File: src/rtl/tx_evt_pkg.sv
package tx_evt_pkg;

    // Flag-pair states of one transmit endpoint
    typedef enum logic [1:0] {
        EP_QUIET = 2'b00,
        EP_DONE  = 2'b01,
        EP_URUN  = 2'b10,
        EP_BOTH  = 2'b11
    } ep_state_e;

endpackage

File: src/rtl/tx_ep_flags.sv
module tx_ep_flags
    import tx_evt_pkg::*;
#(
    parameter bit HAS_URUN = 1'b1
) (
    input  logic clk,
    input  logic rst_n,
    input  logic done_i,
    input  logic urun_i,
    input  logic clr_i,
    output logic done_o,
    output logic urun_o
);

    localparam logic URUN_EN = HAS_URUN;

    ep_state_e state_q;
    ep_state_e state_d;
    logic      keep_done;
    logic      keep_urun;
    logic      urun_ev;

    assign urun_ev = urun_i & URUN_EN;

    // Which flags survive this cycle (a status read drops both)
    always_comb begin
        keep_done = 1'b0;
        keep_urun = 1'b0;
        unique case (state_q)
            EP_QUIET: begin
                keep_done = 1'b0;
                keep_urun = 1'b0;
            end
            EP_DONE: begin
                keep_done = !clr_i;
                keep_urun = 1'b0;
            end
            EP_URUN: begin
                keep_done = 1'b0;
                keep_urun = !clr_i;
            end
            EP_BOTH: begin
                keep_done = !clr_i;
                keep_urun = !clr_i;
            end
            default: begin
                keep_done = 1'b0;
                keep_urun = 1'b0;
            end
        endcase
    end

    // Next state: kept flags plus new events (new events win over a read)
    always_comb begin
        unique case ({keep_urun | urun_ev, keep_done | done_i})
            2'b00:   state_d = EP_QUIET;
            2'b01:   state_d = EP_DONE;
            2'b10:   state_d = EP_URUN;
            2'b11:   state_d = EP_BOTH;
            default: state_d = EP_QUIET;
        endcase
    end

    // State register
    always_ff @(posedge clk) begin
        if (!rst_n) begin
            state_q <= EP_QUIET;
        end else begin
            state_q <= state_d;
        end
    end

    // Output decode
    always_comb begin
        unique case (state_q)
            EP_QUIET: begin
                done_o = 1'b0;
                urun_o = 1'b0;
            end
            EP_DONE: begin
                done_o = 1'b1;
                urun_o = 1'b0;
            end
            EP_URUN: begin
                done_o = 1'b0;
                urun_o = 1'b1;
            end
            EP_BOTH: begin
                done_o = 1'b1;
                urun_o = 1'b1;
            end
            default: begin
                done_o = 1'b0;
                urun_o = 1'b0;
            end
        endcase
    end

    AST_DONE_SETS: assert property (@(posedge clk) disable iff (!rst_n) done_i |=> done_o);
    AST_URUN_SETS: assert property (@(posedge clk) disable iff (!rst_n) (URUN_EN && urun_i) |=> urun_o);
    AST_NO_EP0_URUN: assert property (@(posedge clk) disable iff (!rst_n) !URUN_EN |-> !urun_o);
    AST_READ_CLEARS: assert property (@(posedge clk) disable iff (!rst_n) (clr_i && !done_i && !urun_i) |=> (!done_o && !urun_o));
    AST_READ_PULSE_WINS: assert property (@(posedge clk) disable iff (!rst_n) (clr_i && done_i && !urun_i) |=> (done_o && !urun_o));
    AST_DONE_STICKY: assert property (@(posedge clk) disable iff (!rst_n) (!clr_i && done_o) |=> done_o);
    AST_URUN_STICKY: assert property (@(posedge clk) disable iff (!rst_n) (!clr_i && urun_o) |=> urun_o);

endmodule

File: src/rtl/tx_evt_pack.sv
module tx_evt_pack #(
    parameter int unsigned EP_COUNT = 4,
    localparam int unsigned EVT_W = 2 * EP_COUNT
) (
    input  logic [EP_COUNT-1:0] done_vec,
    input  logic [EP_COUNT-1:0] urun_vec,
    output logic [EVT_W-1:0]    evt_reg,
    output logic                any_o
);

    // Done flags in the low half, underrun flags in the high half
    for (genvar k = 0; k < EP_COUNT; k++) begin : g_slot
        assign evt_reg[k]            = done_vec[k];
        assign evt_reg[EP_COUNT + k] = urun_vec[k];
    end

    assign any_o = (evt_reg != '0);

endmodule

File: src/rtl/tx_event_agg.sv
module tx_event_agg #(
    parameter int unsigned EP_COUNT = 4,
    localparam int unsigned EVT_W = 2 * EP_COUNT
) (
    input  logic                clk,
    input  logic                rst_n,
    input  logic [EP_COUNT-1:0] in_done,
    input  logic [EP_COUNT-1:0] in_urun,
    input  logic [EP_COUNT-1:0] stat_rd,
    input  logic                reg_wr_en,
    output logic [EVT_W-1:0]    tx_event,
    output logic                tx_any
);

    logic [EP_COUNT-1:0] done_vec;
    logic [EP_COUNT-1:0] urun_vec;

    // Endpoint 0 is store-and-forward: its underrun path is left out
    for (genvar k = 0; k < EP_COUNT; k++) begin : g_ep
        tx_ep_flags #(
            .HAS_URUN(k != 0)
        ) u_flags (
            .clk    (clk),
            .rst_n  (rst_n),
            .done_i (in_done[k]),
            .urun_i (in_urun[k]),
            .clr_i  (stat_rd[k]),
            .done_o (done_vec[k]),
            .urun_o (urun_vec[k])
        );
    end

    tx_evt_pack #(
        .EP_COUNT(EP_COUNT)
    ) u_pack (
        .done_vec (done_vec),
        .urun_vec (urun_vec),
        .evt_reg  (tx_event),
        .any_o    (tx_any)
    );

    AST_WRITE_IGNORED: assert property (@(posedge clk) disable iff (!rst_n) (reg_wr_en && in_done == '0 && in_urun == '0 && stat_rd == '0) |=> $stable(tx_event));
    AST_ANY_TRACKS: assert property (@(posedge clk) disable iff (!rst_n) $rose(tx_any) |-> $past(in_done != '0 || in_urun[EP_COUNT-1:1] != '0));

endmodule

File: config.mk
export PLATFORM = sky130hd
export DESIGN_NAME = tx_event_agg
export DESIGN_NICKNAME = d
export VERILOG_FILES = /design/src/rtl/tx_evt_pkg.sv /design/src/rtl/tx_ep_flags.sv /design/src/rtl/tx_evt_pack.sv /design/src/rtl/tx_event_agg.sv
export SDC_FILE = /design/constraint.sdc
export NUM_CORES = 1
export LEC_CHECK = 0
export ABC_CLOCK_PERIOD_IN_PS = 800
export CORE_AREA = 2 2 39 41
export CTS_CLUSTER_SIZE = 20
export DETAILED_ROUTE_END_ITERATION = 6
export DIE_AREA = 0 0 41 43
export DONT_BUFFER_PORTS = 1
export MAX_ROUTING_LAYER = met4
export PLACE_DENSITY = 0.45
export SLEW_MARGIN = 20
export SYNTH_ARGS = -nofsm -noshare
export SYNTH_HDL_FRONTEND = slang
export SYNTH_SLANG_ARGS = --single-unit
File: constraint.sdc
create_clock -name clk -period 0.8 [get_ports clk]
set_input_delay 0.12 -clock clk [delete_from_list [all_inputs] [get_ports clk]]
set_output_delay 0.12 -clock clk [all_outputs]
set_load 0.005 [all_outputs]
==> results.yml, run 1 <==
outcome:
  status: "finished, violations left"
  violations: "setup timing"
global_route:
  grt_max_degree: 8
  grt_pass1_vias: 261
  antenna_found_initial: 0
  grt_overflow: 0
  grt_usage: 0.0962
  grt_first_pass_wirelength_mm: 1.08
logic_synthesis:
  avgSynthCellArea_sq_um: 8.76
  ys.warnings.count: 0
  synth_nets: 58
  synth_cells: 43
  ys_ff_latch: 8
  syn_area_sq_um: 377
  yosysSeqAreaShare: 0.425
  synth_cell_types: 9
worst_setup_path:
  cp_cell_sequence: "nor4_2 > nand2_1"
  worst_setup_path_end_kind: "output pin"
  crit_slowest_cell: "dfxtp_2"
  critPathMaxStageDelay_ns: 0.33
  timing.critical_path.max_delay_family: "simple AND/OR/NAND/NOR gates"
  cp.required_ns: 0.68
  ff2ff_path_depth: 4
  r2r_setup_slack_ns: -0.13
  reg2reg_to: "g_ep[1].u_flags.state_q[1]"
  startpoint_type: "register"
  cp_num_buf_inv: 0
  crit_arrival_ns: 0.95
  path_class: "reg2out"
  reg2reg_from: "g_ep[1].u_flags.state_q[1]"
  path_max_fanout: 3
final_layout:
  nNetsFinal: 62
  fin_util: 0.385
  diodes: 0
  seq_area_sq_um: 174
  largest_register_ffs: 8
  n_fill_cell: 148
  regMostFlops: "g_ep.u_flags.state_q"
  drive_gt1_frac: 0.467
  top_regs: "g_ep.u_flags.state_q x8"
  final_area_sq_um: 533
  areaGrowthSynthToFinish_pct: 41.5
  multi_input_area_sq_um: 150
sta:
  fin_crit_sh: 1.34
  slew_violations: 0
  relSlewSlack: 0.823
  worst_slew_pin_slew_ns: 0.264
  skew_ns: 0
  min_period_ns: 1.07
  hold_violations: 0
  clock.fmax_mhz: 933
  setup_viol: 10
  rsz0062_at_grt: "yes"
  whs_ns: 0.0268
  fin_ws_ns: -0.271
floorplanning:
  die_h_um: 43
  initial_utilization: 0.272
  io_pins: 24
  die_x_um: 41
  num_rows: 14
  die_area_sq_um: 1760
  core_sq_um: 1380
drt:
  drcViolationCount: 0
  drtIter0Drc: 1
  viasPerCell: 4.54
  post_drt_wl_per_cell_um: 12.6
  drt.antenna.violating_nets: 0
  wl_met1_um: 286
  drt-pass1-iter-count: 2
  wl_met2_um: 432
  top_layer: "met4"
  wl_met3_um: 41
  wl_um: 770
  vias: 277
clock_tree:
  cts.reportedPaths.clkPinSlew_ns: 0.05
  htree_levels: 1
  clk_latency_ns: 0.25
  cts_made_buffers: 3
  cts_root_buf: "clkbuf_4"
  cts_tree: "yes"
  cts.sinks: 8
  clk_path_buf_depth: 2
hold_path:
  worstHoldStart: "rst_n"
  worstHoldEndpoint: "g_ep[0].u_flags.state_q[1]"
  hold_path.class: "in2reg"
  hold_depth: 1
power_and_ir_drop:
  peakVddDrop_mv: 0.571
  power_leakage_uw: 0.000213
  pwr_density_cell_nw_per_um2: 1690
run:
  cap_violations: 0
placed_design:
  place_congestion: 0.581
  post-place-ws_ns: -0.0778
  io_buffers: 0
  dpl-instance-area_sq_um: 354
final cells by class:
cell class | count | share of cell area
sequential | 8 | 0.326
clock buffer | 3 | 0.0423
multi-input combinational | 18 | 0.282
tap | 16 | 0.0376
timing repair buffer | 16 | 0.312
power breakdown:
group          internal (uW)  switching [uW]  total [uW]  leakage [uW]
sequential               424            28.7         453     0.0000688
clock                    171             134         305     0.0000138
combinational            106            35.6         142      0.000131
how the worst max path moves through the flow:
stage	depth (start not counted)	endpoint	from
finish	2	tx_any	g_ep[0].u_flags.state_q[0]
global route	2	tx_any	g_ep[0].u_flags.state_q[0]
CTS	2	tx_any	g_ep[2].u_flags.state_q[1]
detailed placement	2	tx_any	g_ep[1].u_flags.state_q[1]
global placement	2	tx_any	g_ep[1].u_flags.state_q[1]
floorplan	2	tx_any	g_ep[3].u_flags.state_q[1]
metal layers:
layer	GRT usage	vias up
met3	0.0157	2
li1	-	131
met4	0.100	0
met2	0.131	10
met1	0.108	134
met5	-	-
timing repair:
item	CTS	global route
endpoints found under the setup margin	10	10
setup buffers	0	1
hold buffers	8	0
resized for setup	16	4
cloned	0	0
hold endpoints to repair	7	0
pin swaps	2	3
worst register-to-register path, stage by stage, from the launching register on:
cell	delay, ns
dfxtp_2	0.33
buf_4	0.13
buf_6	0.11
nor2b_4	0.11
o21a_1	0.15
per-stage QoR:
stage / power, uW / instances / TNS [ns]
CTS: 906 / 60 / -0.591
global placement: 524 / 49 / -0.0798
detailed placement: 526 / 49 / -0.108
floorplan: 531 / 43 / 0
finish: 900 / 61 / -0.715
global route: 953 / 61 / -1.02
cells in the mapped netlist:
| master | count | area [sq um] |
|---|---|---|
| dfxtp_1 | 8 | 160 |
| and3b_1 | 1 | 8.76 |
| buf_4 | 8 | 60.1 |
| nor4_1 | 2 | 12.5 |
| clkbuf_1 | 8 | 30.0 |
| nand2_1 | 1 | 3.75 |
| nor2b_1 | 7 | 43.8 |
| clkbuf_2 | 1 | 5.00 |
| o21a_1 | 7 | 52.6 |
logic make-up (layout without fill, tap and decap cells):
group / after synthesis / after routing / synth area share
buf+inv: 17 / 19 / 0.252
simple gates: 11 / 11 / 0.183
flops: 8 / 8 / 0.425
compound gates: 7 / 7 / 0.140
layout by cell type, fill, tap and decap left out, drive strengths merged:
cell type and instances:
dlygate4sd3 8, buf 8, and3b 1, dfxtp 8, clkbuf 3, nor4 2, nand2 1, o21a 7
nor2b 7
Power figures use the tool's default switching activity.
==> run 2: changes to the inputs <==
--- a/config.mk
+++ b/config.mk
@@ -7,6 +7,7 @@
 export LEC_CHECK = 0
 export ABC_CLOCK_PERIOD_IN_PS = 800
 export CORE_AREA = 2 2 39 41
+export CTS_BUF_LIST = sky130_fd_sc_hd__clkbuf_8
 export CTS_CLUSTER_SIZE = 20
 export DETAILED_ROUTE_END_ITERATION = 6
 export DIE_AREA = 0 0 41 43
==> run 2 against run 1 <==
  * The flow still finishes with violations (setup timing)
  * Final cell count down 13%
  * Non-clock buffer count down 8
  * Largest power group is now clock
  * Wire length down 4.0%
  * Total power up 15%
  * Sequential power about the same
  * Sequential share of layout area up 4.5 points
  * Global-route usage up 0.40 points
  * Highest routed layer unchanged
  * Critical path type unchanged
==> results.yml, run 2 (synthesis results as in run 1) <==
outcome:
  status: "finished, violations left"
  violations: "setup timing"
worst_setup_path:
  cp.required_ns: 0.68
  path_max_fanout: 3
  critPathMaxStageDelay_ns: 0.32
  reg2reg_from: "g_ep[1].u_flags.state_q[1]"
  cp_cell_sequence: "nor4_2 > nand2_1"
  startpoint_type: "register"
  crit_slowest_cell: "dfxtp_2"
  crit_arrival_ns: 0.94
  critPathLaunch: "g_ep[3].u_flags.state_q[1]"
  worst_setup_path_end_kind: "output pin"
  r2r_setup_slack_ns: -0.13
  reg2reg_to: "g_ep[1].u_flags.state_q[1]"
  path_class: "reg2out"
  ff2ff_path_depth: 4
sta:
  clock.fmax_mhz: 946
  relSlewSlack: 0.853
  min_period_ns: 1.06
  fin_crit_sh: 1.32
  skew_ns: 0
  hold_violations: 0
  fin_ws_ns: -0.257
  final.setup.tns_ns: -0.531
  setup_viol: 7
  whs_ns: 0.00846
  slew_violations: 0
  rsz0062_at_grt: "yes"
  worst_slew_pin_slew_ns: 0.219
placed_design:
  dpl-instance-area_sq_um: 354
  io_buffers: 0
  place_congestion: 0.581
  post-place-ws_ns: -0.0778
power_and_ir_drop:
  pwr_density_cell_nw_per_um2: 2210
  peakVddDrop_mv: 0.574
  power_leakage_uw: 0.000186
global_route:
  grt_usage: 0.100
  grt_pass1_vias: 254
  grt_util_met1: 0.114
  antenna_found_initial: 0
  grt_first_pass_wirelength_mm: 1.05
  gr-usage-met3: 0.0366
  busiest_layer: "met4"
  grt_overflow: 0
  use_met2: 0.116
  grt_max_degree: 9
hold_path:
  hold_path.class: "in2reg"
  worstHoldEndpoint: "g_ep[2].u_flags.state_q[0]"
  worstHoldStart: "rst_n"
  hold_depth: 1
final_layout:
  drive_gt1_frac: 0.568
  seq_area_sq_um: 174
  diodes: 0
  areaGrowthSynthToFinish_pct: 24.3
  largest_register_ffs: 8
  n_fill_cell: 148
  final_common_cell: "o21a_1"
  final_cell_mix: "7 x o21a_1, 6 x nor2b_1, 6 x buf_6"
  fin_util: 0.338
  multi_input_area_sq_um: 150
  nNetsFinal: 54
  regMostFlops: "g_ep.u_flags.state_q"
  final_area_sq_um: 468
  top_regs: "g_ep.u_flags.state_q x8"
drt:
  viasPerCell: 4.49
  wl_um: 739
  post_drt_wl_per_cell_um: 13.9
  drt.antenna.violating_nets: 0
  drt-pass1-iter-count: 1
  vias: 238
  drcViolationCount: 0
  drtIter0Drc: 0
run:
  cap_violations: 0
floorplanning:
  initial_utilization: 0.272
  num_rows: 14
  die_x_um: 41
  die_h_um: 43
  die_area_sq_um: 1760
  io_pins: 24
  core_sq_um: 1380
clock_tree:
  cts_tree: "yes"
  cts_made_buffers: 3
  htree_levels: 1
  clk_latency_ns: 0.22
  cts_root_buf: "clkbuf_8"
  cts.reportedPaths.clkPinSlew_ns: 0.04
  cts.sinks: 8
  clk_path_buf_depth: 2
==> run 2: cell count changes in the layout (fill, tap and decap cells not counted), sizes merged <==
cell | previous run | this run
dlygate4sd3 | 8 | 0
==> run 2: worst max-delay path, delay by kind of cell (launching register included) <==
kind          cells  cell delay (ns)
flops             1             0.32
simple gates      2             0.39
==> run 2: final cells by class <==
class / instances / area share
Tap cell: 16 / 0.0428
Timing Repair Buffer: 8 / 0.176
Clock buffer: 3 / 0.0882
Multi-Input combinational cell: 18 / 0.321
Sequential cell: 8 / 0.372
==> run 2: through the flow <==
stage	total power [uW]	instances
6_report	1040	53
4_1_cts	1040	52
2_1_floorplan	531	43
5_1_grt	1080	53
3_5_place_dp	526	49
3_3_place_gp	524	49
==> run 2: what timing repair did <==
item,CTS,global route
hold buffers,0,0
endpoints found under the setup margin,8,10
pin swaps,2,2
gates resized for setup,13,6
hold endpoints to repair,0,0
buffers inserted,0,1
==> run 2: report_power, final <==
group | total [uW] | leakage (uW) | internal (uW) | switching [uW]
registers | 454 | 0.0000688 | 426 | 28.1
logic | 105 | 0.0000961 | 79.2 | 25.9
clock network | 476 | 0.0000216 | 325 | 150
==> run 2: how the worst max path moves through the flow <==
stage | endpoint | slack [ns] | cells past startpoint
3_5_place_dp | tx_any | -0.08 | 2
5_1_grt | tx_any | -0.31 | 2
4_1_cts | tx_any | -0.29 | 2
2_1_floorplan | tx_any | 0.05 | 2
3_3_place_gp | tx_any | -0.06 | 2
6_report | tx_any | -0.26 | 2
==> run 2: layer usage <==
layer	wire length (um)	part of all wire
met3	47	0.064
met5	0	0
met2	387	0.52
met4	14	0.019
met1	289	0.39
